===== src/rtl/wavegen_pkg.sv =====
`timescale 1ns/1ps
package wavegen_pkg;
  typedef enum logic [1:0] {
    WG_OFF    = 2'd0,
    WG_CALC   = 2'd1,
    WG_SINGLE = 2'd2,
    WG_REPEAT = 2'd3
  } wg_mode_e;
endpackage


===== src/rtl/wavegen_cfg.sv =====
`timescale 1ns/1ps
// Active settings register: copies the configuration only on restart.
module wavegen_cfg
  import wavegen_pkg::*;
#(
  parameter int ADDR_W  = 6,
  parameter int FWORD_W = 18,
  parameter int AMPL_W  = 10,
  parameter int CNT_W   = 7
) (
  input  logic               clk,
  input  logic               rst_n,
  input  logic               restart,
  input  logic [1:0]         cfg_mode,
  input  logic [FWORD_W-1:0] cfg_freq,
  input  logic [AMPL_W-1:0]  cfg_ampl,
  input  logic [CNT_W-1:0]   cfg_count,
  output wg_mode_e           act_mode,
  output logic [FWORD_W-1:0] act_freq,
  output logic [AMPL_W-1:0]  act_ampl,
  output logic [CNT_W-1:0]   act_cnt
);
  localparam logic [CNT_W-1:0] DEPTH = CNT_W'(1 << ADDR_W);

  // count limited to the buffer depth
  function automatic logic [CNT_W-1:0] fit_count(input logic [CNT_W-1:0] c);
    return (c > DEPTH) ? DEPTH : c;
  endfunction

  always_ff @(posedge clk or negedge rst_n) begin
    if (!rst_n) begin
      act_mode <= WG_OFF;
      act_freq <= '0;
      act_ampl <= '0;
      act_cnt  <= '0;
    end else if (restart) begin
      act_mode <= wg_mode_e'(cfg_mode);
      act_freq <= cfg_freq;
      act_ampl <= cfg_ampl;
      act_cnt  <= fit_count(cfg_count);
    end
  end
endmodule


===== src/rtl/wavegen_seq.sv =====
`timescale 1ns/1ps
// Address sequencer: phase accumulator for calc, index counter for playback.
module wavegen_seq
  import wavegen_pkg::*;
#(
  parameter int ADDR_W  = 6,
  parameter int FREQ_W  = 16,
  parameter int FWORD_W = 18,
  parameter int PHASE_W = 9,
  parameter int CNT_W   = 7
) (
  input  logic               clk,
  input  logic               rst_n,
  input  logic               restart,
  input  logic [1:0]         cfg_mode,
  input  logic [PHASE_W-1:0] cfg_phase,
  input  logic [CNT_W-1:0]   cfg_count,
  input  wg_mode_e           act_mode,
  input  logic [FWORD_W-1:0] act_freq,
  input  logic [CNT_W-1:0]   act_cnt,
  output logic               rd_en,
  output logic [ADDR_W-1:0]  rd_addr,
  output logic               issue_sync,
  output logic               issue_calc
);
  localparam int SUM_W = FWORD_W + 1;
  localparam int DEG_W = PHASE_W + FREQ_W;

  // degrees to accumulator units: floor(deg * 2^FREQ_W / 360)
  function automatic logic [FREQ_W-1:0] deg_to_acc(input logic [PHASE_W-1:0] deg);
    logic [DEG_W-1:0] scaled;
    scaled = {deg, {FREQ_W{1'b0}}};
    return FREQ_W'(scaled / DEG_W'(360));
  endfunction

  logic [FREQ_W-1:0] acc_q;
  logic              wrap_q;
  logic              first_q;
  logic [ADDR_W-1:0] idx_q;
  logic              run_q;

  logic [SUM_W-1:0]  acc_sum;
  logic              acc_wrap;
  logic [CNT_W-1:0]  idx_inc;
  logic              pass_end;
  logic              start_ok;
  logic              mode_calc;

  assign mode_calc = (act_mode == WG_CALC);
  assign acc_sum   = SUM_W'(acc_q) + SUM_W'(act_freq);
  assign acc_wrap  = |acc_sum[SUM_W-1:FREQ_W];
  assign idx_inc   = CNT_W'(idx_q) + CNT_W'(1);
  assign pass_end  = (idx_inc == act_cnt);
  assign start_ok  = (cfg_mode == WG_CALC) ||
                     ((cfg_mode != WG_OFF) && (cfg_count != '0));

  always_ff @(posedge clk or negedge rst_n) begin
    if (!rst_n) begin
      acc_q   <= '0;
      wrap_q  <= 1'b0;
      first_q <= 1'b0;
      idx_q   <= '0;
      run_q   <= 1'b0;
    end else if (restart) begin
      acc_q   <= deg_to_acc(cfg_phase);
      wrap_q  <= 1'b0;
      first_q <= 1'b1;
      idx_q   <= '0;
      run_q   <= start_ok;
    end else if (run_q) begin
      first_q <= 1'b0;
      if (mode_calc) begin
        acc_q  <= acc_sum[FREQ_W-1:0];
        wrap_q <= acc_wrap;
      end else if (pass_end) begin
        idx_q <= '0;
        if (act_mode == WG_SINGLE) run_q <= 1'b0;
      end else begin
        idx_q <= idx_inc[ADDR_W-1:0];
      end
    end
  end

  assign rd_en      = run_q;
  assign rd_addr    = mode_calc ? acc_q[FREQ_W-1 -: ADDR_W] : idx_q;
  assign issue_sync = mode_calc ? (first_q | wrap_q) : (idx_q == '0);
  assign issue_calc = mode_calc;
endmodule


===== src/rtl/wavegen_shape.sv =====
`timescale 1ns/1ps
// Output stage: tracks the in-flight read, applies gain, limits symmetrically.
module wavegen_shape #(
  parameter int DATA_W    = 12,
  parameter int AMPL_W    = 10,
  parameter int AMPL_FRAC = 8
) (
  input  logic              clk,
  input  logic              rst_n,
  input  logic              restart,
  input  logic              rd_en,
  input  logic              issue_sync,
  input  logic              issue_calc,
  input  logic [AMPL_W-1:0] act_ampl,
  input  logic [DATA_W-1:0] buf_rd_data,
  output logic [DATA_W-1:0] out_dat,
  output logic              out_val,
  output logic              out_sync,
  output logic              out_ovr
);
  localparam int PROD_W = DATA_W + AMPL_W + 1;
  localparam int MAXV   = (1 << (DATA_W - 1)) - 1;
  localparam logic signed [PROD_W-1:0] POS_LIM = PROD_W'(MAXV);
  localparam logic signed [PROD_W-1:0] NEG_LIM = -POS_LIM;

  function automatic logic signed [PROD_W-1:0] widen(input logic [DATA_W-1:0] smp);
    return $signed({{(PROD_W-DATA_W){smp[DATA_W-1]}}, smp});
  endfunction

  // floor(sample * gain / 2^AMPL_FRAC)
  function automatic logic signed [PROD_W-1:0] apply_gain(
    input logic [DATA_W-1:0] smp, input logic [AMPL_W-1:0] g);
    logic signed [PROD_W-1:0] gw;
    logic signed [PROD_W-1:0] prod;
    gw   = $signed({{(PROD_W-AMPL_W){1'b0}}, g});
    prod = widen(smp) * gw;
    return prod >>> AMPL_FRAC;
  endfunction

  // {overflow, limited sample}
  function automatic logic [DATA_W:0] limit(input logic signed [PROD_W-1:0] v);
    if (v > POS_LIM)      return {1'b1, POS_LIM[DATA_W-1:0]};
    else if (v < NEG_LIM) return {1'b1, NEG_LIM[DATA_W-1:0]};
    else                  return {1'b0, v[DATA_W-1:0]};
  endfunction

  logic v_q, s_q, c_q;
  logic signed [PROD_W-1:0] raw;
  logic [DATA_W:0] lim;

  always_ff @(posedge clk or negedge rst_n) begin
    if (!rst_n) begin
      v_q <= 1'b0;
      s_q <= 1'b0;
      c_q <= 1'b0;
    end else if (restart) begin
      v_q <= 1'b0;
      s_q <= 1'b0;
      c_q <= 1'b0;
    end else begin
      v_q <= rd_en;
      s_q <= rd_en & issue_sync;
      c_q <= issue_calc;
    end
  end

  always_comb begin
    raw = c_q ? apply_gain(buf_rd_data, act_ampl) : widen(buf_rd_data);
    lim = limit(raw);
  end

  assign out_val  = v_q;
  assign out_sync = s_q;
  assign out_dat  = v_q ? lim[DATA_W-1:0] : '0;
  assign out_ovr  = v_q & lim[DATA_W];
endmodule


===== src/rtl/wavegen_top.sv =====
`timescale 1ns/1ps
module wavegen_top
  import wavegen_pkg::*;
#(
  parameter int ADDR_W    = 6,
  parameter int DATA_W    = 12,
  parameter int FREQ_W    = 16,
  parameter int AMPL_FRAC = 8,
  parameter int GAIN_W    = 2,
  parameter int PHASE_W   = 9,
  localparam int FWORD_W  = FREQ_W + 2,
  localparam int AMPL_W   = AMPL_FRAC + GAIN_W,
  localparam int CNT_W    = ADDR_W + 1
) (
  input  logic               clk,
  input  logic               rst_n,
  input  logic               restart,
  input  logic [1:0]         cfg_mode,
  input  logic [FWORD_W-1:0] cfg_freq,
  input  logic [AMPL_W-1:0]  cfg_ampl,
  input  logic [PHASE_W-1:0] cfg_phase,
  input  logic [CNT_W-1:0]   cfg_count,
  output logic               buf_rd_en,
  output logic [ADDR_W-1:0]  buf_rd_addr,
  input  logic [DATA_W-1:0]  buf_rd_data,
  output logic [DATA_W-1:0]  out_dat,
  output logic               out_val,
  output logic               out_sync,
  output logic               out_ovr
);
  wg_mode_e           act_mode;
  logic [FWORD_W-1:0] act_freq;
  logic [AMPL_W-1:0]  act_ampl;
  logic [CNT_W-1:0]   act_cnt;
  logic               issue_sync;
  logic               issue_calc;

  wavegen_cfg #(
    .ADDR_W(ADDR_W), .FWORD_W(FWORD_W), .AMPL_W(AMPL_W), .CNT_W(CNT_W)
  ) u_cfg (
    .clk(clk), .rst_n(rst_n), .restart(restart),
    .cfg_mode(cfg_mode), .cfg_freq(cfg_freq), .cfg_ampl(cfg_ampl),
    .cfg_count(cfg_count),
    .act_mode(act_mode), .act_freq(act_freq), .act_ampl(act_ampl),
    .act_cnt(act_cnt)
  );

  wavegen_seq #(
    .ADDR_W(ADDR_W), .FREQ_W(FREQ_W), .FWORD_W(FWORD_W),
    .PHASE_W(PHASE_W), .CNT_W(CNT_W)
  ) u_seq (
    .clk(clk), .rst_n(rst_n), .restart(restart),
    .cfg_mode(cfg_mode), .cfg_phase(cfg_phase), .cfg_count(cfg_count),
    .act_mode(act_mode), .act_freq(act_freq), .act_cnt(act_cnt),
    .rd_en(buf_rd_en), .rd_addr(buf_rd_addr),
    .issue_sync(issue_sync), .issue_calc(issue_calc)
  );

  wavegen_shape #(
    .DATA_W(DATA_W), .AMPL_W(AMPL_W), .AMPL_FRAC(AMPL_FRAC)
  ) u_shape (
    .clk(clk), .rst_n(rst_n), .restart(restart),
    .rd_en(buf_rd_en), .issue_sync(issue_sync), .issue_calc(issue_calc),
    .act_ampl(act_ampl), .buf_rd_data(buf_rd_data),
    .out_dat(out_dat), .out_val(out_val), .out_sync(out_sync),
    .out_ovr(out_ovr)
  );
endmodule


===== config.mk =====
export PLATFORM = sky130hd
export DESIGN_NAME = wavegen_top
export DESIGN_NICKNAME = d
export VERILOG_FILES = /design/src/rtl/wavegen_pkg.sv /design/src/rtl/wavegen_cfg.sv /design/src/rtl/wavegen_seq.sv /design/src/rtl/wavegen_shape.sv /design/src/rtl/wavegen_top.sv
export SDC_FILE = /design/constraint.sdc
export NUM_CORES = 1
export LEC_CHECK = 0
export ABC_AREA = 0
export BUFFER_PORTS_ARGS = -buffer_cell sky130_fd_sc_hd__buf_4
export CAP_MARGIN = 40
export CORE_MARGIN = 2
export CORE_UTILIZATION = 50
export CTS_BUF_LIST = sky130_fd_sc_hd__clkbuf_16
export CTS_CLUSTER_DIAMETER = 200
export CTS_CLUSTER_SIZE = 25
export DETAILED_ROUTE_END_ITERATION = 8
export PLACE_DENSITY = 0.67
export SLEW_MARGIN = 10
export SYNTH_ARGS = -nofsm -noshare
export SYNTH_HDL_FRONTEND = slang
export SYNTH_SLANG_ARGS = --single-unit

===== constraint.sdc =====
create_clock -name clk -period 12.5 [get_ports clk]
set_clock_uncertainty 0.05 [all_clocks]
set_input_delay 1.875 -clock clk [delete_from_list [all_inputs] [get_ports clk]]
set_output_delay 1.875 -clock clk [all_outputs]
set_load 0.05 [all_outputs]

==> run_results.csv, run 1 <==
group,metric,value,unit
die,dieArea,34000,sq um
timing,fin_crit_sh,1.36,
min_path,hold_path_class,"flop to flop",
global_routing,use_met1,0.411,
global_routing,antenna_found_initial,0,
place,place_congestion,0.950,
status,violations,"negative setup slack",
yosys,yosysUniqueCellTypes,149,
die,die_x,184,um
place,placed_area,21700,sq um
cells_and_area,layout_commonest_cell,"buf_4",
worst_setup_path,worstPathArrival,17210,ps
drt,wire_per_inst,17.3,um
status,outcome,"finished, violations left",
global_routing,met3_usage,0.0375,
drt,routed_via_density,5.89,
worst_setup_path,crit_required,12710,ps
yosys,async_reset_ff_frac,1.00,
clock_network,clkLatencyLatePin,340,ps
cells_and_area,num-fill-cells,2440,
cells_and_area,num_antenna_cells,0,
cells_and_area,area_growth,42.9,%
worst_setup_path,critPathLaunchType,"primary input",
drt,vias,18232,
worst_setup_path,crit_type,"primary input to flop",
yosys,yosysTopAreaCell,"fa_1",
yosys,synth_edf_count,0,
place,dp.cells,3022,
timing,max-slew-margin-rel,0.502,
global_routing,grt_pass1_vias,18093,
place,dp_hpwl,42400,um
timing,setup_viol_count_final,5,
cells_and_area,fin_cells,3096,
die,ios,83,
clock_network,htreeDepth,3,
worst_setup_path,cpMostUsedCell,"buf_4",
yosys,ys_warn_count,0,
yosys,syn_area,16300,sq um
yosys,synthTopCellsByArea,"fa_1 (14%), dfrtp_1 (10%), ha_1 (6.3%), inv_1 (4.2%), nand2_1 (3.9%)",
yosys,synth_top_area_share,0.139,
clock_network,clk_path_buf_depth,2,
die,core_area,32300,sq um
yosys,yosysSeqAreaShare,0.0999,
global_routing,grt_util_all_layers,0.312,
cells_and_area,final_area,23300,sq um
global_routing,grt_util_met2,0.536,
drt,drc,0,
worst_setup_path,slowest_stage,"or4_4",
worst_setup_path,critPathCaptureType,"flop",
cells_and_area,final_cell_mix,"buf_4 (702), inv_1 (179), nand2_1 (165), fa_1 (113)",
timing,rsz0062_at_grt,"yes",
job,drv_cap,0,
yosys,syn_nets,2260,
drt,first_pass_iters,8,
global_routing,grt_overflow_total,0,
die,die_h,184,um
yosys,synth_ff_type,"dfrtp_1",
clock_network,clkSlewWorstSetupHoldPaths,60,ps
timing,slew_viol_final,0,
die,core.rowCount,66,
yosys,ys_ff_latch,65,
timing,hold_violations,0,
clock_network,cts_sinks,65,
clock_network,cts_tree,"built",
clock_network,cts_buffers,9,
drt,drt-total-wl,53600,um
drt,drtAntennaViolNets,0,
global_routing,busiest_layer,"met2",
die,start_util,0.504,
global_routing,grt_max_degree,66,
worst_setup_path,crit_fanout,8,
yosys,synth_cells,2004,
place,port_buffers,82,
timing,worst_pin_slew,746,ps
timing,max_freq,58.8,MHz
timing,fin_ws,-4500,ps
cells_and_area,drive_above_1_share,0.410,
clock_network,root_buffer,"clkbuf_16",
worst_setup_path,critPathMaxStageDelay,550,ps
cells_and_area,nNetsFinal,2905,
timing,period_minus_slack,17000,ps
drt,drtIter0Drc,1297,
yosys,syn_area_per_cell,8.12,sq um
global_routing,grt_pass1_wl,86900,um
==> synth_stat cells (all sizes together) (12+ instances only) <==
cell,n
nor3,52
nand2,174
o31ai,23
o21a,16
nor2,113
a21o,27
a21boi,15
ha,82
a41oi,12
nand4,23
inv,185
mux2,42
a21oi,120
or3,18
and3,18
xor2,24
o22ai,22
and4,12
o211ai,30
nand3,69
nand2b,17
a211oi,45
dfrtp,65
a31oi,25
clkbuf,57
nor2b,14
mux2i,30
fa,113
xnor2,69
o21ai,89
o31a,18
o211a,15
nor4,25
a31o,13
and2,82
or2,20
buf,38
==> logic make-up after synthesis <==
family,synth area share
adders and majority gates,0.202
buffers and inverters,0.0848
AOI/OAI and AO/OA,0.281
xor gates and xnor gates,0.0515
muxes,0.0480
and+or+nand+nor,0.233
DFF,0.0999
==> stage by stage <==
stage / utilization / hold WS (ps) / setup TNS (ps) / setup slack, ps
floorplan: - / 405 / -19650 / -5500
global placement: 0.671 / 416 / -14980 / -4550
detailed placement: 0.672 / 433 / -17680 / -5070
CTS: 0.704 / 446 / -13610 / -4310
global route: 0.720 / 474 / -16520 / -4890
finish: 0.720 / 449 / -14380 / -4500
==> per-layer routing <==
layer | share of wire | vias to the layer above
met5 | 0 | -
met4 | 0.025 | 0
met3 | 0.052 | 119
met2 | 0.48 | 582
met1 | 0.44 | 8894
li1 | - | 8637
==> timing repair <==
| item | in CTS | in global routing |
|---|---|---|
| endpoints found under the hold margin | 0 | 0 |
| hold buffers | 0 | 0 |
| pin swaps | 69 | 52 |
| endpoints found under the setup margin | 6 | 18 |
| gates cloned | 1 | 0 |
| gates resized for setup | 76 | 76 |
| buffers inserted | 40 | 17 |
==> flip-flops by register name (all words and copies together), names as in the netlist <==
signal            flops
u_cfg.act_ampl       10
u_cfg.act_cnt         7
u_cfg.act_freq       18
u_cfg.act_mode        2
u_seq.acc_q          16
u_seq.first_q         1
u_seq.idx_q           6
u_seq.rd_en           1
u_seq.wrap_q          1
u_shape.c_q           1
u_shape.out_sync      1
u_shape.out_val       1
==> path summary, 6_finish.rpt <==
path,cells past startpoint,end,start,slack (ps)
min in group asynchronous,1,u_cfg.act_ampl[0]$_DFFE_PN0P_,rst_n,1270
hold reg to reg,1,u_seq.first_q$_DFFE_PN0P_,u_seq.first_q$_DFFE_PN0P_,450
setup reg to reg,20,u_seq.acc_q[15]$_DFFE_PN0P_,u_seq.acc_q[1]$_DFFE_PN0P_,8570
hold / removal,1,u_seq.first_q$_DFFE_PN0P_,u_seq.first_q$_DFFE_PN0P_,450
max in group asynchronous,2,u_seq.acc_q[0]$_DFFE_PN0P_,rst_n,10620
setup / recovery,74,u_seq.acc_q[0]$_DFFE_PN0P_,cfg_phase[4],-4500
==> layout make-up <==
type	count	area, sq um	share of cell area
Clock inverter	7	86.3	0.00371
Sequential cell	65	1630	0.0699
Multi-Input combinational cell	1656	14400	0.619
Clock buffer	9	225	0.00969
Timing Repair Buffer	729	5630	0.242
Inverter	188	733	0.0315
Tap cell	442	553	0.0238
==> worst max-delay path, delay by kind of cell <==
| kind | cells | cell delay, ps |
|---|---|---|
| compound gates | 28 | 6240 |
| fa+ha+maj | 6 | 1290 |
| buf+inv | 11 | 1550 |
| mux | 2 | 630 |
| simple gates | 27 | 5600 |
Power of run 1 is left out: the tool's default activity adds up to more than one toggle a clock period on the data nets, which glitch-free logic cannot reach.
==> run 2, diff against run 1 <==
Settings changed: MAX_ROUTING_LAYER set to met4.
==> run 2 against run 1 <==
Net effect: the run still ends with negative setup slack left; highest routed layer unchanged; via count is 1.7% higher; count of clock-buffer cells in the layout is the same; die area unchanged; worst hold slack worse by 1.8 ps; setup slack gained 98 ps; critical path type unchanged; utilization is 0.95 points higher; register-to-register slack better by 40 ps; sequential share of layout area is 0.091 points lower; critical path depth fell by 4; cell count increased by 0.94%; flip-flop and latch count did not move; critical endpoint unchanged.
==> run_results.csv, run 2 (synthesized netlist as in run 1, its figures left out) <==
group,metric,value,unit
timing,rsz0062_at_grt,"yes",
global_routing,busiest_layer,"met2",
timing,max-slew-margin-rel,0.475,
die,die_x,184,um
drt,vias,18537,
global_routing,grt_max_degree,66,
timing,max_freq,59.2,MHz
die,start_util,0.504,
global_routing,grt_util_met2,0.563,
worst_setup_path,crit_required,12650,ps
timing,slew_viol_final,0,
clock_network,clk_path_buf_depth,2,
job,drv_cap,0,
status,violations,"negative setup slack",
worst_setup_path,crit_fanout,7,
die,ios,83,
worst_setup_path,cpMostUsedCell,"buf_4",
timing,fin_crit_sh,1.35,
worst_setup_path,cpLargestDelayFamily,"simple AND/OR/NAND/NOR gates",
clock_network,cts_buffers,9,
place,dp_hpwl,42600,um
cells_and_area,regMostFlops,"u_cfg.act_freq",
worst_setup_path,reg2reg_to,"u_seq.acc_q[15]$_DFFE_PN0P_",
cells_and_area,nNetsFinal,2934,
drt,drc,0,
cells_and_area,drive_above_1_share,0.419,
timing,worst_pin_slew,767,ps
clock_network,cts_tree,"built",
global_routing,grt_pass1_vias,18796,
global_routing,grt_overflow_total,0,
clock_network,root_buffer,"clkbuf_16",
worst_setup_path,worst-path-buf-inv,10,
drt,drtAntennaViolNets,0,
place,dp.cells,3025,
cells_and_area,fin_cells,3125,
timing,period_minus_slack,16900,ps
global_routing,grt_pass1_wl,89300,um
timing,setup_viol_count_final,5,
cells_and_area,area_growth,44.7,%
min_path,hold_path_class,"flop to flop",
timing,hold_violations,0,
worst_setup_path,slowest_stage,"or4_4",
worst_setup_path,rr_worst_depth,20,
worst_setup_path,crit_type,"primary input to flop",
clock_network,htreeDepth,3,
global_routing,grt_util_all_layers,0.329,
cells_and_area,reg_top3,"u_cfg.act_freq: 18 flops, u_seq.acc_q: 16 flops, u_cfg.act_ampl: 10 flops",
worst_setup_path,critPathCaptureType,"flop",
drt,first_pass_iters,6,
worst_setup_path,crit_start,"cfg_phase[7]",
cells_and_area,largest_reg_flops,18,
cells_and_area,final_cell_mix,"buf_4 (719), inv_1 (178), nand2_1 (166), fa_1 (113), a21oi_1 (102)",
clock_network,clkSlewWorstSetupHoldPaths,60,ps
die,core_area,32300,sq um
worst_setup_path,critPathLaunchType,"primary input",
place,place_congestion,0.964,
timing,fin_ws,-4400,ps
worst_setup_path,critPathMaxStageDelay,580,ps
worst_setup_path,crit_end,"u_seq.acc_q[0]$_DFFE_PN0P_",
drt,drt-total-wl,55300,um
timing,tns,-15040,ps
die,dieArea,34000,sq um
worst_setup_path,cp_num_cells,70,
drt,wire_per_inst,17.7,um
clock_network,clkLatencyLatePin,340,ps
drt,drtIter0Drc,1390,
place,dp_slack,-5010,ps
cells_and_area,layout_commonest_cell,"buf_4",
global_routing,met3_usage,0.0437,
cells_and_area,final_core_util,0.730,
cells_and_area,num_antenna_cells,0,
drt,routed_via_density,5.93,
status,outcome,"finished, violations left",
worst_setup_path,rr_startpoint,"u_seq.acc_q[1]$_DFFE_PN0P_",
die,core.rowCount,66,
worst_setup_path,reg2reg_slack,8610,ps
place,port_buffers,82,
global_routing,antenna_found_initial,0,
worst_setup_path,worstPathArrival,17050,ps
global_routing,use_met1,0.410,
clock_network,cts_sinks,65,
die,die_h,184,um
## run 2: changes by cell type in the layout (fill, tap and decap cells not counted), sizes merged
cell      before  now
bufinv         2    1
inv          186  185
buf          729  758
clkinvlp       1    2
clkinv         6    7
## run 2: worst min path at each step
stage | startpoint | end | cells past startpoint
6_report | u_seq.first_q$_DFFE_PN0P_ | u_seq.first_q$_DFFE_PN0P_ | 1
5_1_grt | u_seq.first_q$_DFFE_PN0P_ | u_seq.first_q$_DFFE_PN0P_ | 1
4_1_cts | u_seq.first_q$_DFFE_PN0P_ | u_seq.first_q$_DFFE_PN0P_ | 1
3_5_place_dp | u_seq.first_q$_DFFE_PN0P_ | u_seq.first_q$_DFFE_PN0P_ | 1
3_3_place_gp | u_seq.first_q$_DFFE_PN0P_ | u_seq.first_q$_DFFE_PN0P_ | 1
2_1_floorplan | u_seq.first_q$_DFFE_PN0P_ | u_seq.first_q$_DFFE_PN0P_ | 1
## run 2: cell type report
| type | instances | area, sq um |
|---|---|---|
| multi-input combinational | 1656 | 14400 |
| fill | 2417 | 8730 |
| timing repair buffer | 758 | 5920 |
| sequential | 65 | 1630 |
| inverter | 188 | 733 |
| tap | 442 | 553 |
| clock buffer | 9 | 225 |
| clock inverter | 7 | 62.6 |
## run 2: through the flow
step	hold slack [ps]	area (sq um)
after floorplan	405	16800
after global placement	417	21700
after detailed placement	437	21700
after CTS	449	23000
after global routing	461	23600
final	448	23600
## run 2: timing repair
| item | CTS | global route |
|---|---|---|
| pin swaps | 68 | 62 |
| hold buffers | 0 | 0 |
| endpoints found under the setup margin | 6 | 19 |
| resized for setup | 101 | 81 |
| cloned | 1 | 0 |
| setup buffers | 58 | 26 |
## run 2: layer usage
layer	share of wire	wire length [um]
met5	0	0
met2	0.49	27300
met1	0.42	23400
met3	0.061	3370
met4	0.021	1180
## run 2: worst reg2reg max path: cells and delay by family (launching register included)
family	cells	cell delay, ps
AO/OA/AOI/OAI	15	2580
AND/OR/NAND/NOR	3	240
adder cells (fa/ha/maj)	1	290
flip-flops	1	430
XOR/XNOR	1	140
Power of run 2 is left out for the same reason.
==> run 3, diff against run 2 <==
Settings changed: SKIP_CTS_REPAIR_TIMING set to 1, SLEW_MARGIN 10 to 20.
Clock period 12.5 ns to 19.4 ns, I/O delays scaled along.
==> run 3 against run 2 <==
Net effect: the run now ends clean; utilization fell by 14 points; cell area fell by 20%; wire length fell by 17%; register-to-register slack improved by 6900 ps; die area did not move; first-iteration DRC count fell by 18%; flip-flop and latch count did not move; critical path depth rose by 3; setup slack improved by 4900 ps; cell count fell by 17%; via count fell by 14%; worst hold slack got worse by 10 ps.
==> run_results.csv, run 3 (synthesized netlist as in run 1, its figures left out) <==
group,metric,value,unit
status,outcome,"finished, final reports clean",
place,port_buffers,82,
clock_network,cts_sinks,65,
worst_setup_path,cpMostUsedCell,"ha_4",
worst_setup_path,worstPathArrival,19000,ps
timing,tns,0,ps
cells_and_area,largest_reg_flops,18,
worst_setup_path,crit_required,19550,ps
worst_setup_path,worst-path-buf-inv,3,
min_path,hold_path_class,"flop to flop",
cells_and_area,fin_cells,2587,
timing,worst_pin_slew,777,ps
clock_network,cts_tree,"built",
global_routing,grt_util_all_layers,0.278,
drt,routed_via_density,6.13,
cells_and_area,nNetsFinal,2396,
drt,drt-total-wl,46100,um
worst_setup_path,crit_fanout,20,
drt,drtIter0Drc,1133,
cells_and_area,multi_input_area,13900,sq um
clock_network,clkLatencyLatePin,340,ps
global_routing,grt_max_degree,73,
drt,met2_length,21400,um
timing,hold_violations,0,
drt,drt-met1-wl,21300,um
timing,period_minus_slack,18850,ps
worst_setup_path,critPathLaunchType,"primary input",
cells_and_area,area_growth,16.0,%
timing,fin_crit_sh,0.972,
cells_and_area,num_antenna_cells,0,
global_routing,antenna_found_initial,0,
global_routing,grt_pass1_vias,15291,
place,placed_area,17900,sq um
cells_and_area,final_cell_mix,"buf_4 (211), inv_1 (180), nand2_1 (167), fa_1 (113), a21oi_1 (112)",
cells_and_area,layout_commonest_cell,"buf_4",
place,place_congestion,0.943,
drt,first_pass_iters,7,
cells_and_area,seq_area,1630,sq um
place,dp_hpwl,36200,um
place,dp.cells,2538,
clock_network,cts_buffers,9,
global_routing,grt_overflow_total,0,
clock_network,clkSlewWorstSetupHoldPaths,60,ps
cells_and_area,num-fill-cells,2904,
global_routing,grt_pass1_wl,75700,um
drt,drtAntennaViolNets,0,
worst_setup_path,crit_type,"primary input to flop",
worst_setup_path,critPathMaxStageDelay,600,ps
clock_network,root_buffer,"clkbuf_16",
clock_network,htreeDepth,3,
drt,highest_layer,"met4",
drt,wl_met3,2630,um
die,ios,83,
timing,slew_viol_final,0,
cells_and_area,final_core_util,0.585,
drt,drc,0,
drt,wire_per_inst,17.8,um
cells_and_area,regMostFlops,"u_cfg.act_freq",
die,die_x,184,um
worst_setup_path,slowest_stage,"or4_4",
timing,max-slew-margin-rel,0.467,
die,start_util,0.504,
worst_setup_path,cpLargestDelayFamily,"simple AND/OR/NAND/NOR gates",
cells_and_area,final_area,18900,sq um
die,die_h,184,um
cells_and_area,drive_above_1_share,0.244,
drt,vias,15851,
die,dieArea,34000,sq um
cells_and_area,reg_top3,"u_cfg.act_freq: 18 flops, u_seq.acc_q: 16 flops, u_cfg.act_ampl: 10 flops",
die,core_area,32300,sq um
die,core.rowCount,66,
timing,setup_viol_count_final,0,
job,drv_cap,0,
timing,max_freq,53.1,MHz
clock_network,clk_path_buf_depth,2,
worst_setup_path,critPathCaptureType,"flop",
==> run 3: cell count changes in the layout (fill, tap and decap cells not counted), sizes merged <==
cell / before / now
buf: 758 / 220
bufinv: 1 / 3
clkinv: 7 / 5
clkinvlp: 2 / 1
inv: 185 / 186
==> run 3: metrics by stage <==
| stage | hold slack [ps] | setup slack [ps] |
|---|---|---|
| 3_3_place_gp | 420 | 18.0 |
| 4_1_cts | 441 | -73.4 |
| 5_1_grt | 454 | -119 |
| 2_1_floorplan | 405 | 8.87 |
| 3_5_place_dp | 429 | -409 |
| 6_report | 437 | 551 |
==> run 3: cell type report <==
class | count | area share
multi-input combinational | 1656 | 0.738
timing repair buffer | 220 | 0.0900
sequential | 65 | 0.0861
inverter | 188 | 0.0384
tap | 442 | 0.0293
clock buffer | 9 | 0.0119
clock inverter | 7 | 0.00583
==> run 3: final timing paths <==
path,from,endpoint,slack [ps],cells past startpoint
setup / recovery,cfg_phase[4],u_seq.acc_q[0]$_DFFE_PN0P_,550,73
hold / removal,u_seq.first_q$_DFFE_PN0P_,u_seq.first_q$_DFFE_PN0P_,440,1
setup reg to reg,u_cfg.act_freq[1]$_DFFE_PN0P_,u_seq.acc_q[15]$_DFFE_PN0P_,15510,20
hold reg to reg,u_seq.first_q$_DFFE_PN0P_,u_seq.first_q$_DFFE_PN0P_,440,1
max in group asynchronous,rst_n,u_seq.acc_q[1]$_DFFE_PN0P_,16350,2
min in group asynchronous,rst_n,u_shape.out_sync$_DFF_PN0_,2410,1
==> run 3: routing by layer <==
layer  vias to the layer above  GRT usage
met4                         0     0.0531
met3                        59     0.0312
met1                      7696      0.377
met2                       492      0.450
met5                         -          -
li1                       7604          -
==> run 3: worst register-to-register path, cell delays in order, from the launching register on <==
cell      delay [ps]
dfrtp_1          390
ha_1             300
a21o_1           180
a21o_1           200
a21o_1           180
a21oi_1          260
o21bai_1         120
a21oi_1          270
o21bai_1         100
a21oi_1          220
o21bai_1          90
a21oi_1          230
o21bai_1         100
a21oi_1          170
nor2b_1          100
o21ai_0          170
nand2b_1          90
xnor2_1          140
nor2_1            60
a211oi_1         260
a21oi_1           60
Power of run 3 is left out for the same reason.
